## src/rtl/otp_fuse_pkg.sv

```systemverilog
package otp_fuse_pkg;
  localparam int WORD_W = 32;
  localparam int OFS_W  = 5;
  localparam int KEY_W  = 16;

  localparam logic [OFS_W-1:0] OFS_CTRL   = 5'h00;
  localparam logic [OFS_W-1:0] OFS_SET    = 5'h01;
  localparam logic [OFS_W-1:0] OFS_CLR    = 5'h02;
  localparam logic [OFS_W-1:0] OFS_DATA   = 5'h04;
  localparam logic [OFS_W-1:0] OFS_SHADOW = 5'h10;

  localparam int BUSY_BIT   = 8;
  localparam int ERR_BIT    = 9;
  localparam int RELOAD_BIT = 10;
  localparam int KEY_LSB    = 16;

  typedef enum logic [2:0] {
    ST_IDLE, ST_READ, ST_PROG, ST_POST, ST_RELOAD
  } stateT;

  typedef struct packed {
    logic latchAddr;
    logic clrKey;
    logic loadMask;
    logic shiftOut;
    logic loadShadow;
  } dpStrobeT;
endpackage

```

## src/rtl/otp_fuse_ctrl.sv

```systemverilog
module otp_fuse_ctrl
  import otp_fuse_pkg::*;
#(
  parameter int NUM_SHADOW  = 8,
  parameter int POST_CYCLES = 500,
  localparam int SH_W  = $clog2(NUM_SHADOW),
  localparam int BIT_W = $clog2(WORD_W),
  localparam int PC_W  = $clog2(POST_CYCLES + 1)
) (
  input  logic             clk,
  input  logic             rstN,
  input  logic             startReq,
  input  logic             reloadReq,
  input  logic             errClrReq,
  input  logic             keyOk,
  input  logic             bankLocked,
  output dpStrobeT         strobe,
  output logic             busy,
  output logic             errorFlag,
  output logic             reloading,
  output logic [SH_W-1:0]  shadowIdx,
  output logic [BIT_W-1:0] bitIdx
);
  stateT state;
  logic [PC_W-1:0] postCnt;
  logic startOk;

  // a start is honoured only from idle with a valid key and no pending error
  assign startOk = (state == ST_IDLE) && startReq && keyOk && !errorFlag;

  always_ff @(posedge clk) begin
    if (!rstN) begin
      state     <= ST_IDLE;
      errorFlag <= 1'b0;
      postCnt   <= '0;
      bitIdx    <= '0;
      shadowIdx <= '0;
    end else begin
      if (errClrReq) errorFlag <= 1'b0;
      unique case (state)
        ST_IDLE: begin
          if (startOk) begin
            if (bankLocked) errorFlag <= 1'b1;
            else            state     <= ST_READ;
          end else if (reloadReq) begin
            state     <= ST_RELOAD;
            shadowIdx <= '0;
          end
        end
        ST_READ: begin
          state  <= ST_PROG;
          bitIdx <= '0;
        end
        ST_PROG: begin
          bitIdx <= bitIdx + 1'b1;
          if (bitIdx == BIT_W'(WORD_W - 1)) begin
            state   <= ST_POST;
            postCnt <= PC_W'(POST_CYCLES - 1);
          end
        end
        ST_POST: begin
          if (postCnt == '0) state <= ST_IDLE;
          else               postCnt <= postCnt - 1'b1;
        end
        ST_RELOAD: begin
          shadowIdx <= shadowIdx + 1'b1;
          if (shadowIdx == SH_W'(NUM_SHADOW - 1)) state <= ST_IDLE;
        end
        default: state <= ST_IDLE;
      endcase
    end
  end

  always_comb begin
    strobe            = '0;
    strobe.latchAddr  = startOk && !bankLocked;
    strobe.clrKey     = (state == ST_IDLE) && startReq;
    strobe.loadMask   = (state == ST_READ);
    strobe.shiftOut   = (state == ST_PROG);
    strobe.loadShadow = (state == ST_RELOAD);
  end

  assign busy      = (state != ST_IDLE);
  assign reloading = (state == ST_RELOAD);
endmodule

```

## src/rtl/otp_fuse_datapath.sv

```systemverilog
module otp_fuse_datapath
  import otp_fuse_pkg::*;
#(
  parameter int          ADDR_W     = 6,
  parameter int          BANK_WORDS = 4,
  parameter int          NUM_SHADOW = 8,
  parameter logic [15:0] UNLOCK_KEY = 16'h3E77,
  localparam int BANK_W    = $clog2(BANK_WORDS),
  localparam int SH_W      = $clog2(NUM_SHADOW),
  localparam int NUM_BANKS = (2 ** ADDR_W) / BANK_WORDS
) (
  input  logic                 clk,
  input  logic                 rstN,
  input  logic [OFS_W-1:0]     regAddr,
  input  logic                 regWrEn,
  input  logic [WORD_W-1:0]    regWrData,
  output logic [WORD_W-1:0]    regRdData,
  input  logic [NUM_BANKS-1:0] lockMap,
  input  dpStrobeT             strobe,
  input  logic                 busy,
  input  logic                 errorFlag,
  input  logic                 reloading,
  input  logic [SH_W-1:0]      shadowIdx,
  input  logic [WORD_W-1:0]    fuseRdData,
  output logic                 keyOk,
  output logic                 bankLocked,
  output logic                 pgmBit,
  output logic [ADDR_W-1:0]    fuseAddr
);
  logic [ADDR_W-1:0] addrField;
  logic [KEY_W-1:0]  keyField;
  logic [ADDR_W-1:0] opAddr;
  logic [WORD_W-1:0] dataRegs   [BANK_WORDS];
  logic [WORD_W-1:0] shadowRegs [NUM_SHADOW];
  logic [BANK_W-1:0] opWord;
  logic              ctrlHit, dataHit, shadowHit;

  assign ctrlHit   = (regAddr == OFS_CTRL);
  assign dataHit   = (regAddr[OFS_W-1:BANK_W] == OFS_DATA[OFS_W-1:BANK_W]);
  assign shadowHit = (regAddr[OFS_W-1:SH_W] == OFS_SHADOW[OFS_W-1:SH_W]);
  assign opWord    = opAddr[BANK_W-1:0];

  // control fields: address is live, key is consumed by every idle start
  always_ff @(posedge clk) begin
    if (!rstN) begin
      addrField <= '0;
      keyField  <= '0;
      opAddr    <= '0;
    end else begin
      if (regWrEn && ctrlHit) begin
        addrField <= regWrData[ADDR_W-1:0];
        keyField  <= regWrData[KEY_LSB +: KEY_W];
      end else if (strobe.clrKey) begin
        keyField <= '0;
      end
      if (strobe.latchAddr) opAddr <= addrField;
    end
  end

  // data registers: software writes when idle, mask and shift when busy
  always_ff @(posedge clk) begin
    if (!rstN) begin
      for (int i = 0; i < BANK_WORDS; i++) dataRegs[i] <= '0;
    end else if (!busy) begin
      if (regWrEn && dataHit) dataRegs[regAddr[BANK_W-1:0]] <= regWrData;
    end else if (strobe.loadMask) begin
      dataRegs[opWord] <= dataRegs[opWord] & ~fuseRdData;
    end else if (strobe.shiftOut) begin
      dataRegs[opWord] <= {1'b0, dataRegs[opWord][WORD_W-1:1]};
    end
  end

  always_ff @(posedge clk) begin
    if (!rstN) begin
      for (int i = 0; i < NUM_SHADOW; i++) shadowRegs[i] <= '0;
    end else if (strobe.loadShadow) begin
      shadowRegs[shadowIdx] <= fuseRdData;
    end
  end

  assign keyOk      = (keyField == UNLOCK_KEY);
  assign bankLocked = lockMap[addrField[ADDR_W-1:BANK_W]];
  assign pgmBit     = dataRegs[opWord][0];
  assign fuseAddr   = reloading ? ADDR_W'(shadowIdx) : opAddr;

  always_comb begin
    regRdData = '0;
    if (ctrlHit) begin
      regRdData[ADDR_W-1:0]         = addrField;
      regRdData[BUSY_BIT]           = busy;
      regRdData[ERR_BIT]            = errorFlag;
      regRdData[RELOAD_BIT]         = reloading;
      regRdData[KEY_LSB +: KEY_W]   = keyField;
    end else if (dataHit) begin
      regRdData = dataRegs[regAddr[BANK_W-1:0]];
    end else if (shadowHit) begin
      regRdData = shadowRegs[regAddr[SH_W-1:0]];
    end
  end
endmodule

```

## src/rtl/otp_fuse_prog.sv

```systemverilog
module otp_fuse_prog
  import otp_fuse_pkg::*;
#(
  parameter int          ADDR_W     = 6,
  parameter int          BANK_WORDS = 4,
  parameter int          NUM_SHADOW = 8,
  parameter int          CLK_MHZ    = 250,
  parameter int          POST_NS    = 2000,
  parameter logic [15:0] UNLOCK_KEY = 16'h3E77,
  localparam int NUM_BANKS   = (2 ** ADDR_W) / BANK_WORDS,
  localparam int BIT_W       = $clog2(WORD_W),
  localparam int SH_W        = $clog2(NUM_SHADOW),
  localparam int POST_CYCLES = (CLK_MHZ * POST_NS) / 1000
) (
  input  logic                 clk,
  input  logic                 rstN,
  input  logic [OFS_W-1:0]     regAddr,
  input  logic                 regWrEn,
  input  logic [WORD_W-1:0]    regWrData,
  output logic [WORD_W-1:0]    regRdData,
  input  logic [NUM_BANKS-1:0] lockMap,
  output logic [ADDR_W-1:0]    fuseAddr,
  output logic                 fuseRdEn,
  input  logic [WORD_W-1:0]    fuseRdData,
  output logic                 fuseBlow,
  output logic [BIT_W-1:0]     fuseBitIdx
);
  dpStrobeT        strobe;
  logic            busyFlag, errorFlag, reloading;
  logic            keyOk, bankLocked, pgmBit;
  logic            startReq, reloadReq, errClrReq;
  logic [SH_W-1:0] shadowIdx;

  assign startReq  = regWrEn && (regAddr == OFS_DATA);
  assign reloadReq = regWrEn && (regAddr == OFS_SET) && regWrData[RELOAD_BIT];
  assign errClrReq = regWrEn && (regAddr == OFS_CLR) && regWrData[ERR_BIT];

  otp_fuse_ctrl #(
    .NUM_SHADOW (NUM_SHADOW),
    .POST_CYCLES(POST_CYCLES)
  ) u_ctrl (
    .clk       (clk),
    .rstN      (rstN),
    .startReq  (startReq),
    .reloadReq (reloadReq),
    .errClrReq (errClrReq),
    .keyOk     (keyOk),
    .bankLocked(bankLocked),
    .strobe    (strobe),
    .busy      (busyFlag),
    .errorFlag (errorFlag),
    .reloading (reloading),
    .shadowIdx (shadowIdx),
    .bitIdx    (fuseBitIdx)
  );

  otp_fuse_datapath #(
    .ADDR_W    (ADDR_W),
    .BANK_WORDS(BANK_WORDS),
    .NUM_SHADOW(NUM_SHADOW),
    .UNLOCK_KEY(UNLOCK_KEY)
  ) u_dp (
    .clk       (clk),
    .rstN      (rstN),
    .regAddr   (regAddr),
    .regWrEn   (regWrEn),
    .regWrData (regWrData),
    .regRdData (regRdData),
    .lockMap   (lockMap),
    .strobe    (strobe),
    .busy      (busyFlag),
    .errorFlag (errorFlag),
    .reloading (reloading),
    .shadowIdx (shadowIdx),
    .fuseRdData(fuseRdData),
    .keyOk     (keyOk),
    .bankLocked(bankLocked),
    .pgmBit    (pgmBit),
    .fuseAddr  (fuseAddr)
  );

  assign fuseRdEn = strobe.loadMask | strobe.loadShadow;
  assign fuseBlow = strobe.shiftOut & pgmBit;
endmodule

```

## config.mk

```make
export PLATFORM = sky130hd
export DESIGN_NAME = otp_fuse_prog
export DESIGN_NICKNAME = d
export VERILOG_FILES = /design/src/rtl/otp_fuse_pkg.sv /design/src/rtl/otp_fuse_ctrl.sv /design/src/rtl/otp_fuse_datapath.sv /design/src/rtl/otp_fuse_prog.sv
export SDC_FILE = /design/constraint.sdc
export NUM_CORES = 1
export LEC_CHECK = 0
export BUFFER_PORTS_ARGS = -buffer_cell sky130_fd_sc_hd__buf_2
export CAP_MARGIN = 0
export CORE_MARGIN = 3
export CORE_UTILIZATION = 60
export CTS_CLUSTER_SIZE = 30
export DETAILED_ROUTE_END_ITERATION = 6
export GPL_ROUTABILITY_DRIVEN = 0
export PLACE_DENSITY = 0.87
export SLEW_MARGIN = 20
export SYNTH_ARGS = -nofsm -noshare
export SYNTH_HDL_FRONTEND = slang
export SYNTH_SLANG_ARGS = --single-unit
```

## constraint.sdc

```tcl
create_clock -name clk -period 5.7 [get_ports clk]
set_clock_uncertainty 0.05 [all_clocks]
set_input_delay 1.71 -clock clk [delete_from_list [all_inputs] [get_ports clk]]
set_output_delay 1.71 -clock clk [all_outputs]
set_load 0.05 [all_outputs]
```

==> Word level (Yosys, flattened, before mapping) <==
Memory sizes are Yosys's and may differ from the RTL's. A register that Yosys moved wholly into a read port is not among the register bits.
Index checks and enable logic that the tools add are counted.
W data, S select, Z words.
{ "totals": {"out_inout_bits": 45, "reg_bits": 49, "in_bits": 88, "mem_bits_rw": 384, "memories": 2, "latch_bits": 0, "word_cells": 125, "romBits": 0} }
{ "memory_table": {"columns": ["name", "words", "word_bits", "read_ports", "rd_ports_with_merged_regs", "write_ports", "line", "source"], "rows": [
  ["u_dp.shadowRegs", 8, 32, 1, 0, 8, "otp_fuse_datapath.sv:34", "logic [WORD_W-1:0] shadowRegs [NUM_SHADOW];"],
  ["u_dp.dataRegs", 4, 32, 2, 1, 4, "otp_fuse_datapath.sv:33", "logic [WORD_W-1:0] dataRegs [BANK_WORDS];"]
]} }
{ "op_classes": {"n_reduce_logical": 27, "n_div": 0, "add_sub_neg": 3, "n_eq_ne": 20, "shifts": 0, "n_mul": 0, "n_mux": 59, "n_bitwise": 5, "n_lt_le_gt_ge": 1} }
{ "op_table": {"columns": ["cell", "n"], "rows": [
  ["$mux W32", 6],
  ["$reduce_or A32 Y1", 3],
  ["$mux W16", 3],
  ["$and A32 B32 Y32", 1],
  ["$not A32 Y32", 1],
  ["$mux W3", 10],
  ["$mux W1", 25],
  ["$mux W9", 2],
  ["$pmux W9 S2", 1],
  ["$eq A16 B14 Y1 const B", 1],
  ["$pmux W3 S5", 1],
  ["$mux W6", 2],
  ["$logic_and A1 B1 Y1", 11],
  ["$mux W2", 5],
  ["$pmux W5 S2", 1],
  ["$logic_not A9 Y1", 1],
  ["$sub A9 B1 Y9 const B", 1],
  ["$ne A2 B2 Y1 const B", 4],
  ["$reduce_bool A2 Y1", 4],
  ["$eq A3 B1 Y1 const B", 2],
  ["$eq A3 B2 Y1 const B", 2],
  ["$eq A3 B3 Y1 const B", 2],
  ["$pmux W3 S2", 1],
  ["$reduce_and A3 Y1", 2],
  ["other kinds (20)", 23]
]} }

==> Depth between registers and ports, before layout <==
Gate-level depths: netlist (run 1).
{ "logic_depth": {"ltp_word": 9, "mapped_depth": 8, "ltp_nobuf": 7} }

==> Cells and area by module <==
From an unflattened synthesis (run 1), not the netlist that was laid out.
{ "hier_totals": {"hier_cells": 1461, "area_unflattened_um2": 21344.2} }
{ "by_module_without_submodules": {"columns": ["mod", "area_each_um2", "seq_area_each_um2", "cells_per_inst", "instances"], "rows": [
  ["otp_fuse_datapath", 20238.2, 12131.6, 1333, 1],
  ["otp_fuse_ctrl", 1049.8, 420.4, 119, 1],
  ["otp_fuse_prog", 56.3, 0.0, 9, 1]
]} }

==> Worst setup path after synthesis (run 1) <==
No wires, ideal clock.
{ "synth_path": {"path_type": "input to output", "start": "input port regAddr[0]", "end": "output port regRdData[17]", "stages": 6, "required_ns": 3.940, "arrival_time_ns": 3.946, "n_path_buf": 3, "slack_ns": -0.006, "path_cell_list": "buf_2 > buf_2 > buf_2 > mux4_2 > a22oi_1 > o21ai_0"} }
{ "synth_between": {"elab_chain_len": 4, "word_cells_on_any_way": 6, "classes_between": "mux (3); reduce/logical (1); memory (2)"} }
{ "synth_lines": {"columns": ["item", "line", "source"], "rows": [
  ["start: declaration", "otp_fuse_prog.sv:17", "input logic [OFS_W-1:0] regAddr,"],
  ["$mem_v2 Z8 W32", null, null],
  ["$mux W32", "otp_fuse_datapath.sv:96", "end else if (shadowHit) begin"],
  ["$mux W32", "otp_fuse_datapath.sv:94", "end else if (dataHit) begin"],
  ["$mux W16 *", "otp_fuse_datapath.sv:88", "if (ctrlHit) begin"],
  ["end: declaration", "otp_fuse_prog.sv:20", "output logic [WORD_W-1:0] regRdData,"]
]} }
Mark *: on every way between the ends. The rest lies on a longest branch, timed or not.

==> Final worst setup path (run 1) <==
{ "layout_path": {"start": "input port regAddr[4]", "end": "output port regRdData[16]"} }
{ "layout_between": {"elab_chain_len": 4, "word_cells_on_any_way": 6, "classes_between": "eq/ne (2); mux (3); reduce/logical (1)"} }
{ "layout_lines": {"columns": ["item", "line", "source"], "rows": [
  ["$eq A2 B2 Y1", "otp_fuse_datapath.sv:40", "assign shadowHit = (regAddr[OFS_W-1:SH_W] == OFS_SHADOW[OFS_W-1:SH_W]);"],
  ["$mux W32", "otp_fuse_datapath.sv:96", null],
  ["$mux W32", "otp_fuse_datapath.sv:94", null],
  ["$mux W16 *", "otp_fuse_datapath.sv:88", null]
]} }
Marked as above.

==> impl_metrics.toml, run 1 <==
[worst_hold_path]
hp-class = "reg2reg"
hold_start = "u_dp.opAddr[4]"
whs_endpoint = "u_dp.opAddr[4]"
worstHoldPathCells = 2

[sta]
setup_viol = 0
fin_crit_ns = 5.54
fin_crit_sh_pct = 97.2
timing.slew.headroom_pct = 22.4
slew_viol_final = 0
hold_viol = 0
worst-slew-pin-transition_ns = 1.16
tns_ns = 0
fmax_mhz = 180
whs_ns = 0.421
grt_setup_unrepaired = "no"

[placed_design]
placed_cells = 2088
dpl.hpwl_mm = 37.8
io_buffers = 132
dpl-instance-area_sq_mm = 0.0225

[routing]
ant_nets = 0
wirelength_mm = 61.6
drc = 0
route.met2.wl_mm = 29.6
top_layer_used = "met5"
wl_per_cell_microns = 28.4
wl_met3_mm = 8.50
avgViaCountPerCell = 6.99
met1_length_mm = 19.9
drtIter0Drc = 2392
vias = 15175
first_pass_iters = 6

[critical_path]
critPathKind = "in2out"
cp.required_ns = 3.94
crit_fanout = 17
r2r_setup_slack_ns = 1.95
rr_worst_depth = 6
crit_arrival_ns = 3.78
r2r_start = "u_ctrl.state[2]"
endpoint_kind = "output port"
worst_setup_path_start_kind = "input pin"
timing.rr.end = "u_dp.shadowRegs[0][17]"

[global_route]
grt_util_all_layers_pct = 32.7
grt_max_degree = 46
grt_pass1_wl_mm = 93.6
overflow = 0
grt_pass1_vias = 15690
antenna_found_initial = 2

[die]
coreArea_sq_mm = 0.0346
initial_core_util_pct = 61.1
ios = 133
std_cell_rows = 68
die_y_microns = 194
dieArea_sq_mm = 0.0376
die_w_microns = 194

[finish]
stdcell_count = 2170
drive_above_1_share_pct = 25.8
postLayoutCellArea_sq_mm = 0.0239
layout.nets = 1773
antenna_cells = 0
postLayoutCoreUtil_pct = 69.1
area_growth_pct = 13.1

[job]
cap_violations = 0

[synthesis]
ys_ff_latch = 435
syn_area_per_cell_sq_um = 13.5
synthCells = 1564
yosysTopAreaCellShare_pct = 54.5
synth_cell_type_count = 60
yosysSeqAreaShare_pct = 59.3
synth_fp_nets = 1658
async_flop_share_pct = 0
syn_area_sq_mm = 0.0212
synth.area.top_cells = "edfxtp_1 54%, mux4_2 14%, and2_1 7.5%"
synth_top_cell_by_area = "edfxtp_1"
ys_warn_count = 0
synth_flop_cell = "edfxtp_1"
synth_edf_count = 384

[clock_tree]
cts_buffer_depth = 3
cts_hold_buf = 0
clk_latency_ns = 0.55
postCtsSetupRepairBufs = 0
h-tree-depth = 2
cts.sinks = 435
root_buffer = "clkbuf_16"
clk_pin_slew_ns = 0.06
numCtsBuffers = 44
cts_resized = 0
cts_tree = "built"

[pwr]
power.density_mw_per_mm2 = 298
p_leak_nw = 8.81
max-vdd-ir-drop_v = 0.000227

[run_status]
status = "complete, no violations"
## area by class of cell
type / instances / area, sq um
Timing Repair Buffer: 187 / 1190
Clock inverter: 22 / 214
Sequential cell: 435 / 12600
Inverter: 41 / 154
Fill cell: 2155 / 10700
Clock buffer: 60 / 1190
Multi-Input combinational cell: 970 / 8060
Tap cell: 455 / 569
## cell families after synthesis
family / share of synthesized area, %
multiplexers: 15.7
XOR/XNOR: 0.331
adder cells (fa/ha/maj): 0.355
AO/OA/AOI/OAI: 6.75
AND/OR/NAND/NOR: 14.3
buffers and inverters: 3.20
flip-flops: 59.3
## report_power, final
group          switching, mW  internal, mW  total (mW)
registers             0.0587          3.59        3.64
clock network           1.20          1.65        2.85
logic                  0.405         0.238       0.643
total                   1.67          5.47        7.14
## through the flow
| stage | power [mW] | setup WS, ns |
|---|---|---|
| after floorplan | 4.07 | 0.00205 |
| after global placement | 4.30 | 0.329 |
| after detailed placement | 4.33 | 0.318 |
| after CTS | 7.13 | 0.277 |
| after global routing | 7.31 | 0.172 |
| final | 7.14 | 0.158 |
## metal layers
metal	track usage (%)	up-vias
met5	0	-
met4	16.3	4
met3	9.05	334
met2	53.0	1415
met1	40.9	7339
li1	-	6083
## worst max path at each step
stage / from / endpoint / slack, ns / cells after the start
after global placement: regAddr[0] / regRdData[15] / 0.33 / 7
after floorplan: regAddr[0] / regRdData[30] / 0.002 / 6
after global routing: regAddr[4] / regRdData[16] / 0.17 / 6
after detailed placement: regAddr[4] / regRdData[16] / 0.32 / 6
final: regAddr[4] / regRdData[16] / 0.16 / 6
after CTS: regAddr[0] / regRdData[19] / 0.28 / 7
## cell usage after synthesis (3+ instances only)
library cell  number
edfxtp_1         384
and2_1           254
nor2_1           161
mux4_2           132
nand2_1           76
clkbuf_1          72
a22oi_1           64
dfxtp_1           51
a21oi_1           46
o21ai_0           43
inv_1             38
a2bb2oi_1         33
nand3_1           31
mux2_2            30
buf_2             26
nor3_1            11
clkbuf_2           9
ha_1               6
nand2b_1           6
xnor2_1            6
buf_1              5
nor2b_1            5
nor4_1             5
and3_1             4
buf_6              4
nand4_1            4
nor3b_1            4
o22a_1             4
a31oi_1            3
nand3b_1           3
nor2_2             3
or3_1              3
## critical path, stage by stage
cell and delay [ns]:
buf_2 0.36, buf_4 0.41, mux2_2 0.24, a22oi_1 0.09
o21ai_0 0.57, buf_2 0.38
## placed cells by master, fill, tap and decap left out, types with 38 or more instances in the layout
cell       count
edfxtp_1     384
and2_1       254
nor2_1       158
mux4_2       132
buf_2        130
nand2_1       76
a22oi_1       64
dfxtp_1       50
buf_4         47
a21oi_1       45
clkbuf_16     45
inv_1         38
## flip-flops by register name, summed over array words and instances (netlist names), named ones only
register and flops:
u_ctrl.postCnt 9, u_ctrl.errorFlag 1, u_dp.dataRegs 128, u_dp.shadowRegs 256
u_dp.keyField 16, u_dp.opAddr 6, u_ctrl.state 3, u_ctrl.bitIdx 5
u_dp.addrField 6, u_ctrl.shadowIdx 3
Note: power is estimated with default switching activity, not from simulation.
==> run 2, diff against run 1 <==
--- a/config.mk
+++ b/config.mk
@@ -13,6 +13,7 @@
 export DETAILED_ROUTE_END_ITERATION = 6
 export GPL_ROUTABILITY_DRIVEN = 0
 export PLACE_DENSITY = 0.87
+export RECOVER_POWER = 25
 export SLEW_MARGIN = 20
 export SYNTH_ARGS = -nofsm -noshare
 export SYNTH_HDL_FRONTEND = slang
==> run 2 against run 1 <==
The run now ends with capacitance limit, slew limit left. Global-route usage unchanged. Register-to-register slack worse by 0.66 ns. Sequential power about the same. Highest routed layer unchanged.
==> impl_metrics.toml, run 2 (same netlist as run 1, synthesis figures left out) <==
[run_status]
status = "finished, violations left"
failed_checks = "capacitance limit, slew limit"

[routing]
drc = 0
wirelength_mm = 61.6
drtIter0Drc = 2434
vias = 15078
avgViaCountPerCell = 6.95
wl_per_cell_microns = 28.4
first_pass_iters = 7
ant_nets = 0

[die]
die_w_microns = 194
std_cell_rows = 68
die_y_microns = 194
initial_core_util_pct = 61.1
ios = 133
dieArea_sq_mm = 0.0376
coreArea_sq_mm = 0.0346

[finish]
final_common_cell = "edfxtp_1"
area_growth_pct = 12.6
regMostFlops = "u_dp.shadowRegs"
mostFrequentLayoutCells = "384 x edfxtp_1, 177 x and2_1, 162 x nor2_1"
layout.nets = 1773
num-fill-cells = 2181
reg_top3 = "u_dp.shadowRegs: 256 flops, u_dp.dataRegs: 128 flops, u_dp.keyField: 16 flops"
largest_register_ff_count = 256
drive_above_1_share_pct = 24.3
antenna_cells = 0

[critical_path]
endpoint_kind = "output port"
cp.required_ns = 3.94
crit_arrival_ns = 3.82
worst_setup_path_start_kind = "input pin"
critPathKind = "in2out"
crit_fanout = 13

[placed_design]
io_buffers = 132
dpl.hpwl_mm = 37.8

[clock_tree]
h-tree-depth = 2
cts_buffer_depth = 3
cts.sinks = 435
cts_hold_buf = 0
postCtsSetupRepairBufs = 0
clk_pin_slew_ns = 0.06
numCtsBuffers = 44
cts_resized = 0
clk_latency_ns = 0.55
cts_tree = "built"
root_buffer = "clkbuf_16"

[sta]
tns_ns = 0
grt_setup_unrepaired = "no"
fmax_mhz = 179
hold_viol = 0
whs_ns = 0.421
setup_viol = 0
fin_crit_ns = 5.58
timing.slew.headroom_pct = -55.1
slew_viol_final = 172
worst-slew-pin-transition_ns = 2.33
fin_crit_sh_pct = 97.9

[global_route]
overflow = 0
grt_pass1_vias = 15690
grt_pass1_wl_mm = 93.6
grt_util_all_layers_pct = 32.7
antenna_found_initial = 2
grt_max_degree = 46

[worst_hold_path]
hp-class = "reg2reg"

[pwr]
p_leak_nw = 8.66
max-vdd-ir-drop_v = 0.000226
power.density_mw_per_mm2 = 299

[job]
cap_violations = 6
==> run 2: cell count changes in the layout (fill, tap and decap cells not counted), moves of 4 or more <==
| cell | change |
|---|---|
| and2_0 | +77 |
| and2_1 | -77 |
| clkbuf_1 | +13 |
| buf_4 | -7 |
| buf_2 | -6 |
| nor2_1 | +4 |
| nor2_2 | -4 |
| o21ai_4 | -4 |
==> run 2: path summary, 6_finish.rpt <==
check | to | cells past startpoint | slack [ns] | startpoint
max reg2reg | u_dp.shadowRegs[7][31] | 6 | 1.29 | u_ctrl.state[2]
min | u_dp.opAddr[4] | 2 | 0.42 | u_dp.opAddr[4]
min reg2reg | u_dp.opAddr[4] | 2 | 0.42 | u_dp.opAddr[4]
max | regRdData[10] | 7 | 0.12 | regAddr[2]
==> run 2: through the flow <==
stage	std cells	total power, mW	instance area (sq um)	util (%)	worst slack [ns]
6_report	2170	7.13	23800	68.8	0.121
4_1_cts	2170	7.13	23900	69.1	0.277
5_1_grt	2170	7.31	23800	68.8	0.104
3_3_place_gp	2088	4.30	22500	65.1	0.329
3_5_place_dp	2088	4.33	22500	65.1	0.318
2_1_floorplan	1564	4.07	21200	-	0.00205
==> run 2: report_power, final <==
group | internal (mW) | switching [mW]
Sequential | 3.59 | 0.0579
Combinational | 0.234 | 0.404
Clock | 1.65 | 1.20
==> run 2: layout make-up <==
| cell class | instances | area [sq um] | area share (%) |
|---|---|---|---|
| sequential | 435 | 12600 | 52.7 |
| multi-input combinational | 970 | 7980 | 33.5 |
| clock buffer | 60 | 1190 | 5.00 |
| timing repair buffer | 187 | 1160 | 4.87 |
| tap | 455 | 569 | 2.39 |
| clock inverter | 22 | 214 | 0.898 |
| inverter | 41 | 154 | 0.646 |
==> run 2: per-layer routing <==
metal	track usage [%]	wire length, microns	vias up
li1	-	-	6080
met1	40.9	19900	7308
met2	53.0	29700	1341
met3	9.05	8390	345
met4	16.3	3600	4
met5	0	21	-
==> run 2: worst max-delay path, stage by stage <==
cell,delay (ns)
buf_2,0.21
clkbuf_1,0.75
nor3b_1,0.31
buf_4,0.21
a22oi_1,0.10
o21ai_0,0.20
buf_2,0.33
==> run 3, diff against run 2 <==
--- a/config.mk
+++ b/config.mk
@@ -14,6 +14,7 @@
 export GPL_ROUTABILITY_DRIVEN = 0
 export PLACE_DENSITY = 0.87
 export RECOVER_POWER = 25
+export REMOVE_ABC_BUFFERS = 1
 export SLEW_MARGIN = 20
 export SYNTH_ARGS = -nofsm -noshare
 export SYNTH_HDL_FRONTEND = slang
==> run 3 against run 2 <==
The run still ends with capacitance limit, slew limit left. Global-route usage grew 0.17 points. Combinational power grew 1%. Clock power is essentially flat. Via count fell by 0.66%. Setup slack improved by 0.071 ns. Sequential power about the same. Critical path depth did not move. Sequential share of layout area decreased by 0.37 points. Cell count rose by 0.51%. Cell area increased by 0.71%. Flip-flop and latch count did not move. Critical endpoint is now regRdData[24].
==> impl_metrics.toml, run 3 (same netlist as run 1, synthesis figures left out) <==
[finish]
postLayoutCellArea_sq_mm = 0.0240
regMostFlops = "u_dp.shadowRegs"
drive_above_1_share_pct = 24.7
reg_top3 = "u_dp.shadowRegs: 256 flops, u_dp.dataRegs: 128 flops, u_dp.keyField: 16 flops"
num-fill-cells = 2160
layout.nets = 1781
mostFrequentLayoutCells = "384 x edfxtp_1, 179 x and2_1, 163 x nor2_1"
largest_register_ff_count = 256
final_common_cell = "edfxtp_1"
area_growth_pct = 13.4

[routing]
ant_nets = 0
wl_per_cell_microns = 28.3
wirelength_mm = 61.8
first_pass_iters = 6
avgViaCountPerCell = 6.87
vias = 14978
drc = 0
drtIter0Drc = 2224

[job]
cap_violations = 7

[global_route]
grt_pass1_wl_mm = 93.2
grt_max_degree = 46
grt_pass1_vias = 15410
grt_util_all_layers_pct = 32.8
antenna_found_initial = 3
overflow = 0

[sta]
fin_crit_ns = 5.51
timing.slew.headroom_pct = -80.4
slew_viol_final = 156
fmax_mhz = 182
hold_viol = 0
fin_crit_sh_pct = 96.6
worst-slew-pin-transition_ns = 2.68
grt_setup_unrepaired = "no"
setup_viol = 0
fin_ws_ns = 0.192

[clock_tree]
clk_latency_ns = 0.56
h-tree-depth = 2
cts_tree = "built"
cts_hold_buf = 0
clk_pin_slew_ns = 0.06
numCtsBuffers = 45
cts.sinks = 435
root_buffer = "clkbuf_16"
cts_resized = 0
cts_buffer_depth = 3
postCtsSetupRepairBufs = 0

[placed_design]
post-place-ws_ns = 0.276
dpl-instance-area_sq_mm = 0.0227
io_buffers = 132
dpl.hpwl_mm = 37.1

[critical_path]
cp_cell_sequence = "buf_6 -> buf_12 -> mux4_2 -> mux2_2 -> a22oi_1 -> o21ai_0 -> buf_2"
worstSetupStartpoint = "regAddr[0]"
crit_slowest_cell = "mux4_2"
slowest_delay_ns = 0.53
cp.required_ns = 3.94
r2r_start = "u_ctrl.state[2]"
crit_arrival_ns = 3.75
critPathKind = "in2out"
crit_fanout = 20
endpoint_kind = "output port"
worst_setup_path_start_kind = "input pin"

[pwr]
max-vdd-ir-drop_v = 0.000265
p_leak_nw = 8.74
power.density_mw_per_mm2 = 298

[die]
std_cell_rows = 68
initial_core_util_pct = 61.1
ios = 133
die_w_microns = 194
coreArea_sq_mm = 0.0346
dieArea_sq_mm = 0.0376
die_y_microns = 194

[worst_hold_path]
hold_start = "u_dp.opAddr[3]"
hp-class = "reg2reg"

[run_status]
status = "finished, violations left"
failed_checks = "capacitance limit, slew limit"
## run 3: changes by cell type in the layout (fill, tap and decap cells not counted), moves of 3 or more
cell,previous run,this run
buf_12,9,14
clkinv_2,10,5
clkbuf_1,27,24
o21ai_1,17,5
bufinv_16,4,1
clkbuf_8,1,9
buf_4,40,45
diode_2,0,3
o21ai_0,25,39
## run 3: final cells by class
cell class	instances	area [sq um]	share of cell area, %
Tap cell	455	569	2.37
Inverter	41	154	0.641
Multi-Input combinational cell	970	7980	33.3
Clock buffer	68	1350	5.61
Timing Repair Buffer	194	1280	5.35
Antenna cell	3	7.51	0.0313
Sequential cell	435	12600	52.3
Clock inverter	15	98.8	0.412
## run 3: critical path, delay by kind of cell
kind	cells	cell delay [ns]
compound gates	2	0.42
buf+inv	3	0.78
mux	2	0.80
## run 3: layer usage
metal / GRT usage (%) / share of wire [%] / vias to the layer above
met5: 0 / 0.015 / -
li1: - / - / 6113
met2: 51.8 / 47 / 1339
met1: 42.2 / 32 / 7195
met3: 8.84 / 14 / 329
met4: 17.3 / 6.5 / 2
## run 3: worst paths after layout
check,endpoint,slack [ns],cells past startpoint
worst min-delay path,u_dp.opAddr[3],0.42,2
worst max-delay path,regRdData[24],0.19,7
worst max register to register,u_dp.shadowRegs[7][18],0.19,5
worst min register to register,u_dp.opAddr[3],0.42,2
## run 3: where the power goes
part	switching [mW]	internal (mW)	leakage (nW)	total, mW
registers	0.0550	3.59	4.38	3.64
logic	0.406	0.241	3.65	0.646
clock network	1.20	1.67	0.711	2.87
total	1.66	5.50	8.74	7.16
## run 3: stage by stage
step / cells / setup TNS [ns] / hold WS (ns) / total power [mW] / util [%]
5_1_grt: 2180 / 0 / 0.437 / 7.35 / 69.3
3_5_place_dp: 2095 / 0 / 0.413 / 4.33 / 65.5
6_report: 2181 / 0 / 0.422 / 7.16 / 69.3
4_1_cts: 2178 / 0 / 0.421 / 7.16 / 69.6
3_3_place_gp: 2095 / 0 / 0.406 / 4.31 / 65.5
2_1_floorplan: 1446 / -186.39 / 0.395 / 4.03 / -
